$ cat src/rtl/ddr2_mrs_pkg.sv
package ddr2_mrs_pkg;
    localparam int MR_W        = 13;
    localparam int BL_LO       = 0;
    localparam int BT_BIT      = 3;
    localparam int CL_LO       = 4;
    localparam int TM_BIT      = 7;
    localparam int DLL_BIT     = 8;
    localparam int WR_LO       = 9;
    localparam int PD_BIT      = 12;
    localparam int N_EXT       = 3;

    typedef enum logic [0:0] {
        MRD_IDLE = 1'b0,
        MRD_WAIT = 1'b1
    } mrd_state_e;

    typedef struct packed {
        logic [3:0] bl;
        logic       ilv;
        logic [2:0] cl;
        logic [3:0] wr;
        logic       test;
        logic       pd_slow;
        logic       rsvd;
    } mr_view_t;
endpackage

$ cat src/rtl/mrs_field_decode.sv
module mrs_field_decode
    import ddr2_mrs_pkg::*;
(
    input  logic [MR_W-1:0] bits,
    output mr_view_t        view
);
    logic [2:0] bl_code;
    logic [2:0] cl_code;
    logic [2:0] wr_code;
    logic       unused_dll;

    assign unused_dll = bits[DLL_BIT];

    always_comb begin
        bl_code = bits[BL_LO +: 3];
        cl_code = bits[CL_LO +: 3];
        wr_code = bits[WR_LO +: 3];
        view    = '0;
        unique case (bl_code)
            3'b010:  view.bl = 4'd4;
            3'b011:  view.bl = 4'd8;
            default: view.bl = 4'd0;
        endcase
        view.cl      = (cl_code >= 3'd3) ? cl_code : 3'd0;
        view.wr      = (wr_code != 3'd0) ? ({1'b0, wr_code} + 4'd1) : 4'd0;
        view.ilv     = bits[BT_BIT];
        view.test    = bits[TM_BIT];
        view.pd_slow = bits[PD_BIT];
        view.rsvd    = (view.bl == 4'd0) || (view.cl == 3'd0) || (view.wr == 4'd0);
    end
endmodule

$ cat src/rtl/mrs_mrd_timer.sv
module mrs_mrd_timer
    import ddr2_mrs_pkg::*;
#(
    parameter int TMRD = 2
) (
    input  logic clk,
    input  logic rst_n,
    input  logic start,
    output logic busy
);
    localparam int CW = $clog2(TMRD + 1);

    mrd_state_e     state;
    mrd_state_e     state_nxt;
    logic [CW-1:0]  cnt;

    always_comb begin
        state_nxt = state;
        unique case (state)
            MRD_IDLE: if (start) state_nxt = MRD_WAIT;
            MRD_WAIT: if (!start && cnt == CW'(1)) state_nxt = MRD_IDLE;
            default:  state_nxt = MRD_IDLE;
        endcase
    end

    always_ff @(posedge clk or negedge rst_n) begin
        if (!rst_n) state <= MRD_IDLE;
        else        state <= state_nxt;
    end

    always_ff @(posedge clk or negedge rst_n) begin
        if (!rst_n)            cnt <= '0;
        else if (start)        cnt <= CW'(TMRD);
        else if (cnt != '0)    cnt <= cnt - CW'(1);
    end

    always_comb begin
        busy = (state == MRD_WAIT);
    end

    a_r8_busy_after_load: assert property (@(posedge clk) disable iff (!rst_n)
        start |=> busy);
    a_r8_busy_has_count: assert property (@(posedge clk) disable iff (!rst_n)
        busy |-> (cnt != '0));
    a_r8_window_closes: assert property (@(posedge clk) disable iff (!rst_n)
        (busy && !start && cnt == CW'(1)) |=> !busy);
endmodule

$ cat src/rtl/mrs_reg_store.sv
module mrs_reg_store
    import ddr2_mrs_pkg::*;
(
    input  logic              clk,
    input  logic              rst_n,
    input  logic              mr_wr,
    input  logic [MR_W-1:0]   wdata,
    input  logic [N_EXT-1:0]  ext_hit,
    input  logic              illegal_now,
    input  logic              fault_now,
    output logic [MR_W-1:0]   mr_bits,
    output logic              dll_rst,
    output logic [N_EXT-1:0]  ext_sel,
    output logic              cmd_illegal,
    output logic              err_sticky
);
    always_ff @(posedge clk or negedge rst_n) begin
        if (!rst_n) begin
            mr_bits     <= '0;
            dll_rst     <= 1'b0;
            ext_sel     <= '0;
            cmd_illegal <= 1'b0;
            err_sticky  <= 1'b0;
        end else begin
            if (mr_wr) mr_bits <= wdata;
            dll_rst     <= mr_wr && wdata[DLL_BIT];
            ext_sel     <= ext_hit;
            cmd_illegal <= illegal_now;
            if (illegal_now || fault_now) err_sticky <= 1'b1;
        end
    end

    a_r2_bits_hold: assert property (@(posedge clk) disable iff (!rst_n)
        !mr_wr |=> $stable(mr_bits));
    a_r6_dll_from_load: assert property (@(posedge clk) disable iff (!rst_n)
        dll_rst |-> $past(mr_wr && wdata[DLL_BIT]));
    a_r7_ext_onehot: assert property (@(posedge clk) disable iff (!rst_n)
        $onehot0(ext_sel));
    a_r12_err_sticky: assert property (@(posedge clk) disable iff (!rst_n)
        err_sticky |=> err_sticky);
endmodule

$ cat src/rtl/ddr2_mrs_unit.sv
module ddr2_mrs_unit
    import ddr2_mrs_pkg::*;
#(
    parameter int TMRD = 2
) (
    input  logic        clk,
    input  logic        rst_n,
    input  logic        cmd_valid,
    input  logic        cmd_load,
    input  logic [2:0]  bank_addr,
    input  logic [13:0] row_addr,
    input  logic        banks_idle,
    input  logic        burst_active,
    output logic        busy,
    output logic        cmd_illegal,
    output logic        err_sticky,
    output logic        dll_rst,
    output logic [2:0]  ext_sel,
    output logic [3:0]  burst_len,
    output logic        burst_ilv,
    output logic [2:0]  cas_lat,
    output logic [3:0]  wr_rec,
    output logic        test_mode,
    output logic        pd_slow
);
    logic              lm;
    logic              mr_hit;
    logic [N_EXT-1:0]  ext_hit;
    logic              illegal_now;
    logic              fault_now;
    logic [MR_W-1:0]   mr_bits;
    mr_view_t          in_view;
    mr_view_t          st_view;
    logic              unused_views;

    assign lm     = cmd_valid && cmd_load;
    assign mr_hit = lm && (bank_addr[1:0] == 2'b00);

    generate
        for (genvar g = 0; g < N_EXT; g++) begin : g_ext
            assign ext_hit[g] = lm && (bank_addr[1:0] == 2'(g + 1));
        end
    endgenerate

    mrs_field_decode u_in_dec (.bits(row_addr[MR_W-1:0]), .view(in_view));
    mrs_field_decode u_st_dec (.bits(mr_bits),            .view(st_view));

    assign illegal_now = cmd_valid && (busy || (cmd_load && (!banks_idle || burst_active)));
    assign fault_now   = (lm && (bank_addr[2] || row_addr[13])) || (mr_hit && in_view.rsvd);
    assign unused_views = ^{in_view[$bits(mr_view_t)-1:1], st_view.rsvd};

    mrs_mrd_timer #(.TMRD(TMRD)) u_timer (
        .clk   (clk),
        .rst_n (rst_n),
        .start (lm),
        .busy  (busy)
    );

    mrs_reg_store u_store (
        .clk         (clk),
        .rst_n       (rst_n),
        .mr_wr       (mr_hit),
        .wdata       (row_addr[MR_W-1:0]),
        .ext_hit     (ext_hit),
        .illegal_now (illegal_now),
        .fault_now   (fault_now),
        .mr_bits     (mr_bits),
        .dll_rst     (dll_rst),
        .ext_sel     (ext_sel),
        .cmd_illegal (cmd_illegal),
        .err_sticky  (err_sticky)
    );

    assign burst_len = st_view.bl;
    assign burst_ilv = st_view.ilv;
    assign cas_lat   = st_view.cl;
    assign wr_rec    = st_view.wr;
    assign test_mode = st_view.test;
    assign pd_slow   = st_view.pd_slow;

    a_r9_cmd_in_window: assert property (@(posedge clk) disable iff (!rst_n)
        (cmd_valid && busy) |=> (cmd_illegal && err_sticky));
    a_r10_load_bad_state: assert property (@(posedge clk) disable iff (!rst_n)
        (lm && (!banks_idle || burst_active)) |=> (cmd_illegal && err_sticky));
    a_r7_ext_keeps_fields: assert property (@(posedge clk) disable iff (!rst_n)
        (lm && bank_addr[1:0] != 2'b00) |=> ($stable(burst_len) && $stable(cas_lat) && $stable(wr_rec)));
endmodule

$ cat config.mk
export PLATFORM = sky130hd
export DESIGN_NAME = ddr2_mrs_unit
export DESIGN_NICKNAME = d
export VERILOG_FILES = /design/src/rtl/ddr2_mrs_pkg.sv /design/src/rtl/mrs_field_decode.sv /design/src/rtl/mrs_mrd_timer.sv /design/src/rtl/mrs_reg_store.sv /design/src/rtl/ddr2_mrs_unit.sv
export SDC_FILE = /design/constraint.sdc
export NUM_CORES = 1
export LEC_CHECK = 0
export BUFFER_PORTS_ARGS = -buffer_cell sky130_fd_sc_hd__buf_4
export CAP_MARGIN = 20
export CORE_MARGIN = 8
export CORE_UTILIZATION = 46
export CTS_CLUSTER_DIAMETER = 200
export DETAILED_ROUTE_END_ITERATION = 7
export PLACE_DENSITY = 0.82
export SETUP_SLACK_MARGIN = 0.1
export SLEW_MARGIN = 20
export SYNTH_ARGS = -nofsm -noshare
export SYNTH_HDL_FRONTEND = slang
export SYNTH_SLANG_ARGS = --single-unit
$ cat constraint.sdc
create_clock -name clk -period 1.63 [get_ports clk]
set_input_delay 0.326 -clock clk [delete_from_list [all_inputs] [get_ports clk]]
set_output_delay 0.326 -clock clk [all_outputs]
set_load 0.01 [all_outputs]
==> results of run 1 <==
-- where the power goes --
part,internal (mW),switching (mW)
Combinational,0.344,0.276
Clock,0.0952,0.145
Sequential,0.631,0.0756
Total,1.07,0.496
-- worst paths after layout --
kind | to | slack [ns] | cells after the start
max in group asynchronous | u_store.cmd_illegal | 0.99 | 2
min in group asynchronous | u_store.mr_bits[0] | 0.43 | 2
setup / recovery | wr_rec[1] | -0.007 | 4
hold / removal | u_store.ext_sel[0] | 0.20 | 2
hold reg to reg | u_store.mr_bits[7] | 0.52 | 1
setup reg to reg | u_store.err_sticky | 0.34 | 3
-- flip-flops by register name, summed over array words and instances, names as in the netlist --
name,flops
u_store.mr_bits,12
u_store.err_sticky,1
u_store.cmd_illegal,1
u_store.ext_sel,3
u_timer.cnt,2
u_store.dll_rst,1
u_timer.busy,1
-- placed cells by master, fill, tap and decap left out, types with 2 or more instances in the layout --
cell / n
sky130_fd_sc_hd__a21oi_1: 3
sky130_fd_sc_hd__o21ai_0: 5
sky130_fd_sc_hd__mux2_4: 2
sky130_fd_sc_hd__conb_1: 2
sky130_fd_sc_hd__dfrtp_1: 21
sky130_fd_sc_hd__nand2_1: 6
sky130_fd_sc_hd__mux2_2: 8
sky130_fd_sc_hd__o21a_1: 2
sky130_fd_sc_hd__nor2_1: 3
sky130_fd_sc_hd__ha_1: 4
sky130_fd_sc_hd__clkbuf_4: 3
sky130_fd_sc_hd__buf_4: 46
sky130_fd_sc_hd__inv_1: 8
sky130_fd_sc_hd__inv_2: 3
sky130_fd_sc_hd__nor3b_1: 4
sky130_fd_sc_hd__ha_4: 2
-- routing by layer --
metal,track usage [%],vias up
met2,21.55,50
li1,-,398
met3,4.770,2
met1,13.53,377
met5,0,-
met4,5.850,0
-- per-stage QoR --
step | instances | utilization (%)
floorplan | 92 | -
global placement | 158 | 62.25
detailed placement | 158 | 62.25
CTS | 166 | 66.42
global route | 166 | 66.65
finish | 166 | 66.65
-- cell type report --
type | instances | area share (%)
inverter | 11 | 2.828
clock buffer | 4 | 1.799
multi-input combinational | 55 | 32.65
sequential | 21 | 35.99
timing repair buffer | 47 | 24.34
tap | 28 | 2.399
-- worst reg2reg max path, stage by stage, from the launching register on --
cell,delay (ns)
sky130_fd_sc_hd__dfrtp_1,0.42
sky130_fd_sc_hd__nor3b_1,0.30
sky130_fd_sc_hd__o221ai_1,0.18
sky130_fd_sc_hd__a311o_1,0.28
-- repair_timing --
item | in CTS | in global routing
pin swaps | 2 | 1
buffers inserted | 3 | 0
hold buffers | 1 | 0
endpoints found under the setup margin | 3 | 4
hold endpoints to repair | 21 | 0
gates resized for setup | 10 | 2
-- kinds of logic (layout without fill, tap and decap cells) --
| family | Yosys count | after routing | synth area share (%) |
|---|---|---|---|
| DFF | 21 | 21 | 50.18 |
| xor gates and xnor gates | 1 | 1 | 0.8365 |
| adders and majority gates | 6 | 6 | 7.168 |
| other | 1 | 2 | 0.3581 |
| AOI/OAI and AO/OA | 16 | 16 | 10.04 |
| buffers and inverters | 16 | 62 | 8.243 |
| and+or+nand+nor | 20 | 20 | 11.71 |
| muxes | 10 | 10 | 11.47 |
==> impl_results.rst, run 1 <==
.. list-table::
   :header-rows: 1

   * - Metric
     - Value
   * - TritonCTS buffer count
     - 3
   * - Finish-stage setup viols
     - 1
   * - CTS max path bufs
     - 2
   * - Min Tclk post-route
     - 1.637 ns
   * - Number of flops mapped to enable cells by yosys
     - 0
   * - Power density of the placed cells
     - 1073 mW/mm^2
   * - Number of antenna violations at the first check in global routing
     - 0
   * - Total of fill cells in the finished design
     - 161
   * - RSZ-0062 raised after global routing
     - yes
   * - Setup WS pre-CTS
     - 0.1628 ns
   * - Setup total negative slack
     - -0.006715 ns
   * - Share of the yosys chip area belonging to registers
     - 50.18%
   * - Total die area
     - 0.004060 sq mm
   * - HPWL after detailed placement
     - 1.873 mm
   * - Post-synthesis instance total
     - 91
   * - DRT antenna net count
     - 0
   * - Worst clock skew
     - 0.0009511 ns
   * - Sink Count
     - 21
   * - Outcome
     - finished with violations
   * - Detailed Route Iter0 Violations
     - 47
   * - Remaining DRCs
     - 0
   * - GPL Wtd Cong
     - 0.7710
   * - Worst voltage drop across the vdd grid
     - 0.6484 mV
   * - Worst r2r src
     - u_timer.busy
   * - Summed instance area of the synthesized netlist
     - 0.001047 sq mm
   * - Pin count of the biggest net entering global routing
     - 22
   * - Number of global-route vias before repair
     - 895
   * - Top post-synthesis cells by count
     - sky130_fd_sc_hd__dfrtp_1, sky130_fd_sc_hd__inv_1, sky130_fd_sc_hd__mux2_2
   * - Largest fanout of any net on the critical path
     - 3
   * - Worst path slowest cell
     - sky130_fd_sc_hd__dfrtp_1
   * - First-pass GRT wire length
     - 4.188 mm
   * - Maximum single-stage delay on the critical path
     - 0.38 ns
   * - Hold path startpoint
     - bank_addr[1]
   * - Cells traversed along the worst timing path
     - inv_2 > ha_4 > a21boi_2 > buf_4
   * - Routed met2 length
     - 1.205 mm
   * - Sum of routed wire segments on met1
     - 965 microns
   * - Critical path launch point
     - u_store.mr_bits[9]
   * - Gate family responsible for the most delay along the worst path
     - flip-flops
   * - Combined flip-flop and latch cell area
     - 525.5 sq um
   * - Detailed-route via count
     - 827
   * - Arrival time of the worst setup path
     - 1.31 ns
   * - Total global routing overflow
     - 0
   * - Std cell rows
     - 17
   * - Number of max-capacitance violations reported
     - 0
   * - Cell type with the largest total area after synthesis
     - sky130_fd_sc_hd__dfrtp_1
   * - Top post-synthesis cells by area
     - sky130_fd_sc_hd__dfrtp_1, sky130_fd_sc_hd__mux2_2, sky130_fd_sc_hd__ha_1
   * - Vertical die dimension
     - 63.72 microns
   * - Area share of the leading cell type in the synthesized netlist
     - 50.18%
   * - Period Utilization, post-route
     - 100.4%
   * - Post-route worst hold slack
     - 0.1986 ns
   * - Worst hold-check path type
     - in2reg
   * - Routed len/inst
     - 14.66 microns
   * - Worst Slack Setup Final
     - -0.006715 ns
   * - Vias per cell
     - 4.982
   * - H-tree depth
     - 1
   * - Share of post-route cells with drive strength above 1
     - 50.72%
   * - Count of distinct cell types in the synthesized netlist
     - 29
   * - Placed standard-cell area
     - 0.001364 sq mm
   * - Critical setup path kind
     - reg2out
   * - Pins over their slew limit
     - 0
   * - Leakage power total
     - 0.7372 nW
   * - Failing checks
     - setup timing
   * - Boundary pin count
     - 44
   * - Endpoint required time on the critical path
     - 1.30 ns
   * - Flip-flop cell with the highest count after synthesis
     - sky130_fd_sc_hd__dfrtp_1
   * - CTS tree
     - built
   * - Proportion of synthesized flip-flops having asynchronous set or reset
     - 100.0%
   * - Pre-antenna DRT Iters
     - 4
   * - Synthesized area per cell
     - 11.51 sq um
   * - Fmax
     - 611.0 MHz
   * - All-layer global routing usage
     - 12.63%
   * - Floorplan core area
     - 0.002191 sq mm
   * - Multi-input combinational cell area
     - 476.7 sq um
   * - Synth warn
     - 0
   * - Register clock-pin slew on the reported worst setup and hold paths
     - 0.11 ns
   * - Worst setup EP type
     - output port
   * - Post-layout total power
     - 1.566 mW
   * - NumNets Final
     - 168
   * - Flip-flop and latch count after synthesis
     - 21
   * - Routed length on met3
     - 233 microns
   * - Cell area after layout
     - 0.001460 sq mm
   * - Worst Setup Start Kind
     - flop
   * - Total inserted antenna cells
     - 0
   * - Clock Latency Late Sink
     - 0.29 ns
   * - Initial standard-cell utilization of the core
     - 47.80%
   * - Layout Area Growth over Synthesis
     - 39.43%
   * - Root Driver
     - sky130_fd_sc_hd__clkbuf_4
   * - Cell with the most instances after synthesis
     - sky130_fd_sc_hd__dfrtp_1
   * - Number of input and output port buffers inserted
     - 41
   * - Total buffers and inverters traversed by the critical path
     - 2
   * - Die width
     - 63.72 microns
   * - Total wire length after detailed routing
     - 2.433 mm
   * - Final hold violation count
     - 0
   * - Top layer reached by signal wires
     - met4
No activity file was read; power rests on OpenSTA's default activity.
==> run 2, diff against run 1 <==
Settings changed: CORE_UTILIZATION 46 to 50, PLACE_DENSITY 0.82 to 0.88.
Clock period 1.63 ns to 1.9 ns, I/O delays scaled along.
==> run 2 against run 1 <==
  * Register-to-register slack improved by 0.25 ns
  * Critical path type unchanged
  * Sequential cell count is the same
  * Hold slack better by 0.029 ns
  * Largest power group unchanged
  * The run now ends clean
  * Combinational power shrank 21%
  * Highest routed layer unchanged
  * Total power fell by 16%
==> impl_results.rst, run 2 (same netlist as run 1, synthesis figures left out) <==
.. list-table::
   :header-rows: 1

   * - Metric
     - Value
   * - Finish-stage setup viols
     - 0 (was 1)
   * - Detailed Route Iter0 Violations
     - 23 (was 47)
   * - Worst clock skew
     - 0.005768 ns (was 0.0009511 ns)
   * - CTS tree
     - built (unchanged)
   * - DRT antenna net count
     - 0 (unchanged)
   * - Leakage power total
     - 0.7247 nW (was 0.7372 nW)
   * - Instance count after placement with tap cells included
     - 156 (was 158)
   * - Arrival time of the worst setup path
     - 1.42 ns (was 1.31 ns)
   * - Final design utilization
     - 71.94% (was 66.65%)
   * - Placed standard-cell area
     - 0.001355 sq mm (was 0.001364 sq mm)
   * - Met3 layer usage reported by global route
     - 2.675% (was 4.770%)
   * - Worst setup EP type
     - output port (unchanged)
   * - Period Utilization, post-route
     - 94.62%
   * - Number of non-filler instances in the completed layout
     - 163 (was 166)
   * - Leading cell type in the layout, fill and taps excluded
     - sky130_fd_sc_hd__buf_4 (unchanged)
   * - Met1 Resource Use GR
     - 14.53% (was 13.53%)
   * - Post-layout total power
     - 1.314 mW (was 1.566 mW)
   * - H-tree depth
     - 1 (unchanged)
   * - Critical setup path kind
     - reg2out (unchanged)
   * - Sink Count
     - 21 (unchanged)
   * - Worst Setup Start Kind
     - flop (unchanged)
   * - Number of max-capacitance violations reported
     - 0 (unchanged)
   * - Number of global-route vias before repair
     - 894 (was 895)
   * - HPWL after detailed placement
     - 1.993 mm (was 1.873 mm)
   * - Most used cells in the layout excluding fill and tap cells
     - sky130_fd_sc_hd__buf_4, sky130_fd_sc_hd__dfrtp_1, sky130_fd_sc_hd__inv_1, sky130_fd_sc_hd__mux2_2, sky130_fd_sc_hd__nand2_1 (unchanged)
   * - RSZ-0062 raised after global routing
     - no (was yes)
   * - Worst hold-check path type
     - in2reg (unchanged)
   * - Total inserted antenna cells
     - 0 (unchanged)
   * - Flip-flop count of the largest register after layout
     - 12 (unchanged)
   * - Worst voltage drop across the vdd grid
     - 0.5315 mV (was 0.6484 mV)
   * - Vias per cell
     - 5.172 (was 4.982)
   * - Root Driver
     - sky130_fd_sc_hd__clkbuf_4 (unchanged)
   * - Endpoint required time on the critical path
     - 1.52 ns (was 1.30 ns)
   * - Outcome
     - complete, no violations (was finished with violations)
   * - Largest Register
     - u_store.mr_bits (unchanged)
   * - NumNets Final
     - 166 (was 168)
   * - Pre-antenna DRT Iters
     - 5 (was 4)
   * - Register clock-pin slew on the reported worst setup and hold paths
     - 0.11 ns (about the same)
   * - Registers with the most flip-flops
     - u_store.mr_bits x12, u_store.ext_sel x3, u_timer.cnt x2 (unchanged)
   * - GPL Wtd Cong
     - 0.7877 (was 0.7710)
   * - First-pass GRT wire length
     - 3.933 mm (was 4.188 mm)
   * - Fmax
     - 556.2 MHz
   * - Length in cells of the worst reg-to-reg path
     - 3 (unchanged)
   * - Number of input and output port buffers inserted
     - 41 (unchanged)
   * - Worst Slack Setup Final
     - 0.1022 ns (was -0.006715 ns)
   * - Initial standard-cell utilization of the core
     - 53.38% (was 47.80%)
   * - Boundary pin count
     - 44 (unchanged)
   * - Total wire length after detailed routing
     - 2.554 mm (was 2.433 mm)
   * - Remaining DRCs
     - 0 (unchanged)
   * - Total global routing overflow
     - 0 (unchanged)
   * - Die width
     - 61.77 microns (was 63.72 microns)
   * - TritonCTS buffer count
     - 3 (unchanged)
   * - Min Tclk post-route
     - 1.798 ns
   * - Setup WS pre-CTS
     - 0.4242 ns (was 0.1628 ns)
   * - Std cell rows
     - 16 (was 17)
   * - Detailed-route via count
     - 843 (was 827)
   * - Power density of the placed cells
     - 930.7 mW/mm^2 (was 1073 mW/mm^2)
   * - Share of post-route cells with drive strength above 1
     - 46.32% (was 50.72%)
   * - Pin count of the biggest net entering global routing
     - 22 (unchanged)
   * - Vertical die dimension
     - 61.77 microns (was 63.72 microns)
   * - Most used routing layer in global routing
     - met2 (unchanged)
   * - Largest fanout of any net on the critical path
     - 3 (unchanged)
   * - Pins over their slew limit
     - 0 (unchanged)
   * - Clock Latency Late Sink
     - 0.31 ns (was 0.29 ns)
   * - CTS max path bufs
     - 2 (unchanged)
   * - Final hold violation count
     - 0 (unchanged)
   * - Floorplan core area
     - 0.001962 sq mm (was 0.002191 sq mm)
   * - All-layer global routing usage
     - 14.15% (was 12.63%)
   * - Post-route worst hold slack
     - 0.2272 ns (was 0.1986 ns)
   * - Setup total negative slack
     - 0 ns (was -0.006715 ns)
   * - Cell area after layout
     - 0.001411 sq mm (was 0.001460 sq mm)
   * - WHS Path Cells
     - 2 (unchanged)
   * - Number of antenna violations at the first check in global routing
     - 0 (unchanged)
   * - Layout Area Growth over Synthesis
     - 34.77% (was 39.43%)
   * - Routed len/inst
     - 15.67 microns (was 14.66 microns)
   * - Total die area
     - 0.003815 sq mm (was 0.004060 sq mm)
   * - M2 GR Usage
     - 25.70% (was 21.55%)
-- run 2: worst paths after layout --
| kind | end | slack [ns] | start |
|---|---|---|---|
| max in group asynchronous | u_store.mr_bits[10] | 1.22 | rst_n |
| min | u_store.ext_sel[0] | 0.23 | bank_addr[1] |
| max reg2reg | u_store.err_sticky | 0.59 | u_timer.busy |
| min in group asynchronous | u_store.cmd_illegal | 0.48 | rst_n |
| max | wr_rec[1] | 0.10 | u_store.mr_bits[9] |
| min reg2reg | u_store.mr_bits[7] | 0.53 | u_store.mr_bits[7] |
-- run 2: critical path: stages (launching register included) --
cell and delay, ns:
sky130_fd_sc_hd__dfrtp_1 0.40, sky130_fd_sc_hd__inv_2 0.06, sky130_fd_sc_hd__ha_2 0.30, sky130_fd_sc_hd__a21boi_1 0.19
sky130_fd_sc_hd__buf_4 0.16
-- run 2: power breakdown --
part	internal (mW)	leakage (nW)	switching, mW
logic	0.271	0.456	0.219
registers	0.541	0.254	0.0653
clock network	0.0821	0.0150	0.135
total	0.894	0.725	0.419
-- run 2: what timing repair did --
item                                   CTS  global route
setup endpoints to repair                0             2
hold buffers                             1             0
gates resized for setup                  0             5
setup buffers                            0             2
endpoints found under the hold margin   21             0
-- run 2: metal layers --
metal  share of wire (%)  vias up
li1                    -      396
met1                  37      402
met2                  53       34
met3                 7.1       11
met4                 3.4        0
met5                   0        -
-- run 2: area by class of cell --
| class | count | area, sq um |
|---|---|---|
| multi-input combinational | 55 | 444.2 |
| timing repair buffer | 45 | 340.3 |
| fill | 137 | 550.5 |
| clock buffer | 4 | 26.28 |
| tap | 27 | 33.78 |
| sequential | 21 | 525.5 |
| inverter | 11 | 41.29 |
==> run 3, diff against run 2 <==
Settings changed: CORE_UTILIZATION 50 to 46.
Clock period 1.9 ns to 1.8 ns, I/O delays scaled along.
==> run 3 against run 2 <==
  * Die area is 6.4% higher
  * Utilization is 6.7 points lower
  * Non-clock buffer count unchanged
  * Clock skew shrank 0.0016 ns
  * Via count decreased by 2.4%
  * Combinational power increased by 7.1%
  * Sequential cell count stayed put
==> impl_results.rst, run 3 (same netlist as run 1, synthesis figures left out) <==
.. list-table::
   :header-rows: 1

   * - Metric
     - Value
   * - Registers with the most flip-flops
     - u_store.mr_bits x12, u_store.ext_sel x3, u_timer.cnt x2 (unchanged)
   * - NumNets Final
     - 166 (unchanged)
   * - Pre-antenna DRT Iters
     - 4 (was 5)
   * - Sum of routed wire segments on met1
     - 954 microns (was 937 microns)
   * - Worst path slowest cell
     - sky130_fd_sc_hd__dfrtp_1 (unchanged)
   * - Total global routing overflow
     - 0 (unchanged)
   * - Worst hold-check path type
     - in2reg (unchanged)
   * - Top layer reached by signal wires
     - met4 (unchanged)
   * - Fmax
     - 612.2 MHz
   * - RSZ-0062 raised after global routing
     - yes (was no)
   * - H-tree depth
     - 1 (unchanged)
   * - Multi-input combinational cell area
     - 460.4 sq um (was 444.2 sq um)
   * - Power density of the placed cells
     - 966.6 mW/mm^2 (was 930.7 mW/mm^2)
   * - Endpoint required time on the critical path
     - 1.44 ns (was 1.52 ns)
   * - Boundary pin count
     - 44 (unchanged)
   * - Remaining DRCs
     - 0 (unchanged)
   * - Instance count after placement with tap cells included
     - 157 (was 156)
   * - Maximum single-stage delay on the critical path
     - 0.41 ns (was 0.40 ns)
   * - Total wire length after detailed routing
     - 2.330 mm (was 2.554 mm)
   * - Worst Setup Start Kind
     - flop (unchanged)
   * - GPL Wtd Cong
     - 0.8525 (was 0.7877)
   * - Root Driver
     - sky130_fd_sc_hd__clkbuf_4 (unchanged)
   * - Clock Latency Late Sink
     - 0.30 ns (was 0.31 ns)
   * - Number of input and output port buffers inserted
     - 41 (unchanged)
   * - Pins over their slew limit
     - 0 (unchanged)
   * - Routed length on met3
     - 175 microns (was 181 microns)
   * - Routed met2 length
     - 1.151 mm (was 1.347 mm)
   * - Most used cells in the layout excluding fill and tap cells
     - sky130_fd_sc_hd__buf_4, sky130_fd_sc_hd__dfrtp_1, sky130_fd_sc_hd__inv_1, sky130_fd_sc_hd__mux2_2, sky130_fd_sc_hd__nand2_1 (unchanged)
   * - Number of global-route vias before repair
     - 894 (unchanged)
   * - First-pass GRT wire length
     - 4.043 mm (was 3.933 mm)
   * - Vertical die dimension
     - 63.72 microns (was 61.77 microns)
   * - Floorplan core area
     - 0.002191 sq mm (was 0.001962 sq mm)
   * - CTS max path bufs
     - 2 (unchanged)
   * - Critical setup path kind
     - reg2out (unchanged)
   * - Hold path startpoint
     - bank_addr[1] (unchanged)
   * - Finish-stage setup viols
     - 0 (unchanged)
   * - CTS tree
     - built (unchanged)
   * - Worst clock skew
     - 0.004141 ns (was 0.005768 ns)
   * - Leading cell type in the layout, fill and taps excluded
     - sky130_fd_sc_hd__buf_4 (unchanged)
   * - Detailed-route via count
     - 823 (was 843)
   * - Combined flip-flop and latch cell area
     - 525.5 sq um (unchanged)
   * - Share of post-route cells with drive strength above 1
     - 48.53% (was 46.32%)
   * - Outcome
     - complete, no violations (unchanged)
   * - Flip-flop count of the largest register after layout
     - 12 (unchanged)
   * - Vias per cell
     - 5.018 (was 5.172)
   * - DRT antenna net count
     - 0 (unchanged)
   * - TritonCTS buffer count
     - 3 (unchanged)
   * - Final hold violation count
     - 0 (unchanged)
   * - Worst voltage drop across the vdd grid
     - 0.5975 mV (was 0.5315 mV)
   * - Worst r2r src
     - u_timer.busy (unchanged)
   * - Number of max-capacitance violations reported
     - 0 (unchanged)
   * - Sink Count
     - 21 (unchanged)
   * - Total inserted antenna cells
     - 0 (unchanged)
   * - Min Tclk post-route
     - 1.633 ns
   * - All-layer global routing usage
     - 12.01% (was 14.15%)
   * - Post-layout total power
     - 1.381 mW (was 1.314 mW)
   * - Register clock-pin slew on the reported worst setup and hold paths
     - 0.11 ns (about the same)
   * - Pin count of the biggest net entering global routing
     - 22 (unchanged)
   * - Std cell rows
     - 17 (was 16)
   * - Detailed Route Iter0 Violations
     - 21 (was 23)
   * - Period Utilization, post-route
     - 90.74%
   * - Leakage power total
     - 0.7244 nW (was 0.7247 nW)
   * - Largest fanout of any net on the critical path
     - 3 (unchanged)
   * - Largest Register
     - u_store.mr_bits (unchanged)
   * - Total die area
     - 0.004060 sq mm (was 0.003815 sq mm)
   * - Layout Area Growth over Synthesis
     - 36.44% (was 34.77%)
   * - Routed len/inst
     - 14.21 microns (was 15.67 microns)
   * - Initial standard-cell utilization of the core
     - 47.80% (was 53.38%)
   * - HPWL after detailed placement
     - 1.872 mm (was 1.993 mm)
   * - Number of antenna violations at the first check in global routing
     - 0 (unchanged)
   * - Worst setup EP type
     - output port (unchanged)
   * - Setup total negative slack
     - 0 ns (unchanged)
   * - Total of fill cells in the finished design
     - 169 (was 137)
   * - Die width
     - 63.72 microns (was 61.77 microns)
   * - Number of non-filler instances in the completed layout
     - 164 (was 163)
   * - Critical path launch point
     - u_store.mr_bits[10] (was u_store.mr_bits[9])
   * - Cells traversed along the worst timing path
     - inv_2 > ha_4 > a21boi_2 > buf_4 (was inv_2 > ha_2 > a21boi_1 > buf_4)
   * - Arrival time of the worst setup path
     - 1.27 ns (was 1.42 ns)
[run 3: path summary, 6_finish.rpt]
| kind | end | slack, ns | depth (start not counted) |
|---|---|---|---|
| worst max-delay path | wr_rec[1] | 0.17 | 4 |
| worst min-delay path | u_store.ext_sel[0] | 0.22 | 2 |
| worst max register to register | u_store.err_sticky | 0.58 | 3 |
| worst min register to register | u_store.mr_bits[7] | 0.52 | 1 |
| max in group asynchronous | u_timer.cnt[0] | 1.12 | 2 |
| min in group asynchronous | u_store.dll_rst | 0.46 | 2 |
[run 3: stage by stage]
| stage | util [%] | cell area (sq um) | setup WS [ns] | hold slack, ns |
|---|---|---|---|---|
| final | 65.22 | 1429 | 0.1666 | 0.2246 |
| after global routing | 65.22 | 1429 | 0.06926 | 0.2059 |
| after CTS | 63.91 | 1400 | 0.09439 | 0.2211 |
| after detailed placement | 61.91 | 1356 | 0.3300 | 0.2549 |
| after global placement | 61.91 | 1356 | 0.3730 | 0.2529 |
| after floorplan | - | 1051 | 0.4696 | 0.06441 |
[run 3: layer usage]
| layer | vias up | global-route usage, % |
|---|---|---|
| li1 | 398 | - |
| met1 | 393 | 12.36 |
| met2 | 28 | 21.42 |
| met3 | 4 | 3.710 |
| met4 | 0 | 6.128 |
| met5 | - | 0 |
[run 3: power breakdown]
group	switching, mW	total, mW	internal [mW]
logic	0.230	0.525	0.295
clock network	0.129	0.216	0.0863
registers	0.0698	0.641	0.571
[run 3: critical path: cells and delay by family, from the launching register on]
| kind | cells | cell delay, ns |
|---|---|---|
| fa+ha+maj | 1 | 0.19 |
| compound gates | 1 | 0.14 |
| flops | 1 | 0.41 |
| buf+inv | 2 | 0.23 |
[run 3: layout make-up]
cell class | instances | area share [%]
clock buffers | 4 | 1.839
inverters | 11 | 2.890
well taps | 28 | 2.452
repair buffers | 45 | 23.82
multi-input cells | 55 | 32.22
flip-flops and latches | 21 | 36.78
[run 3: repair_timing]
item | CTS | global route
endpoints found under the hold margin | 21 | 0
hold buffers | 1 | 0
setup buffers | 1 | 1
endpoints found under the setup margin | 2 | 3
gates resized for setup | 0 | 9
pin swaps | 0 | 1
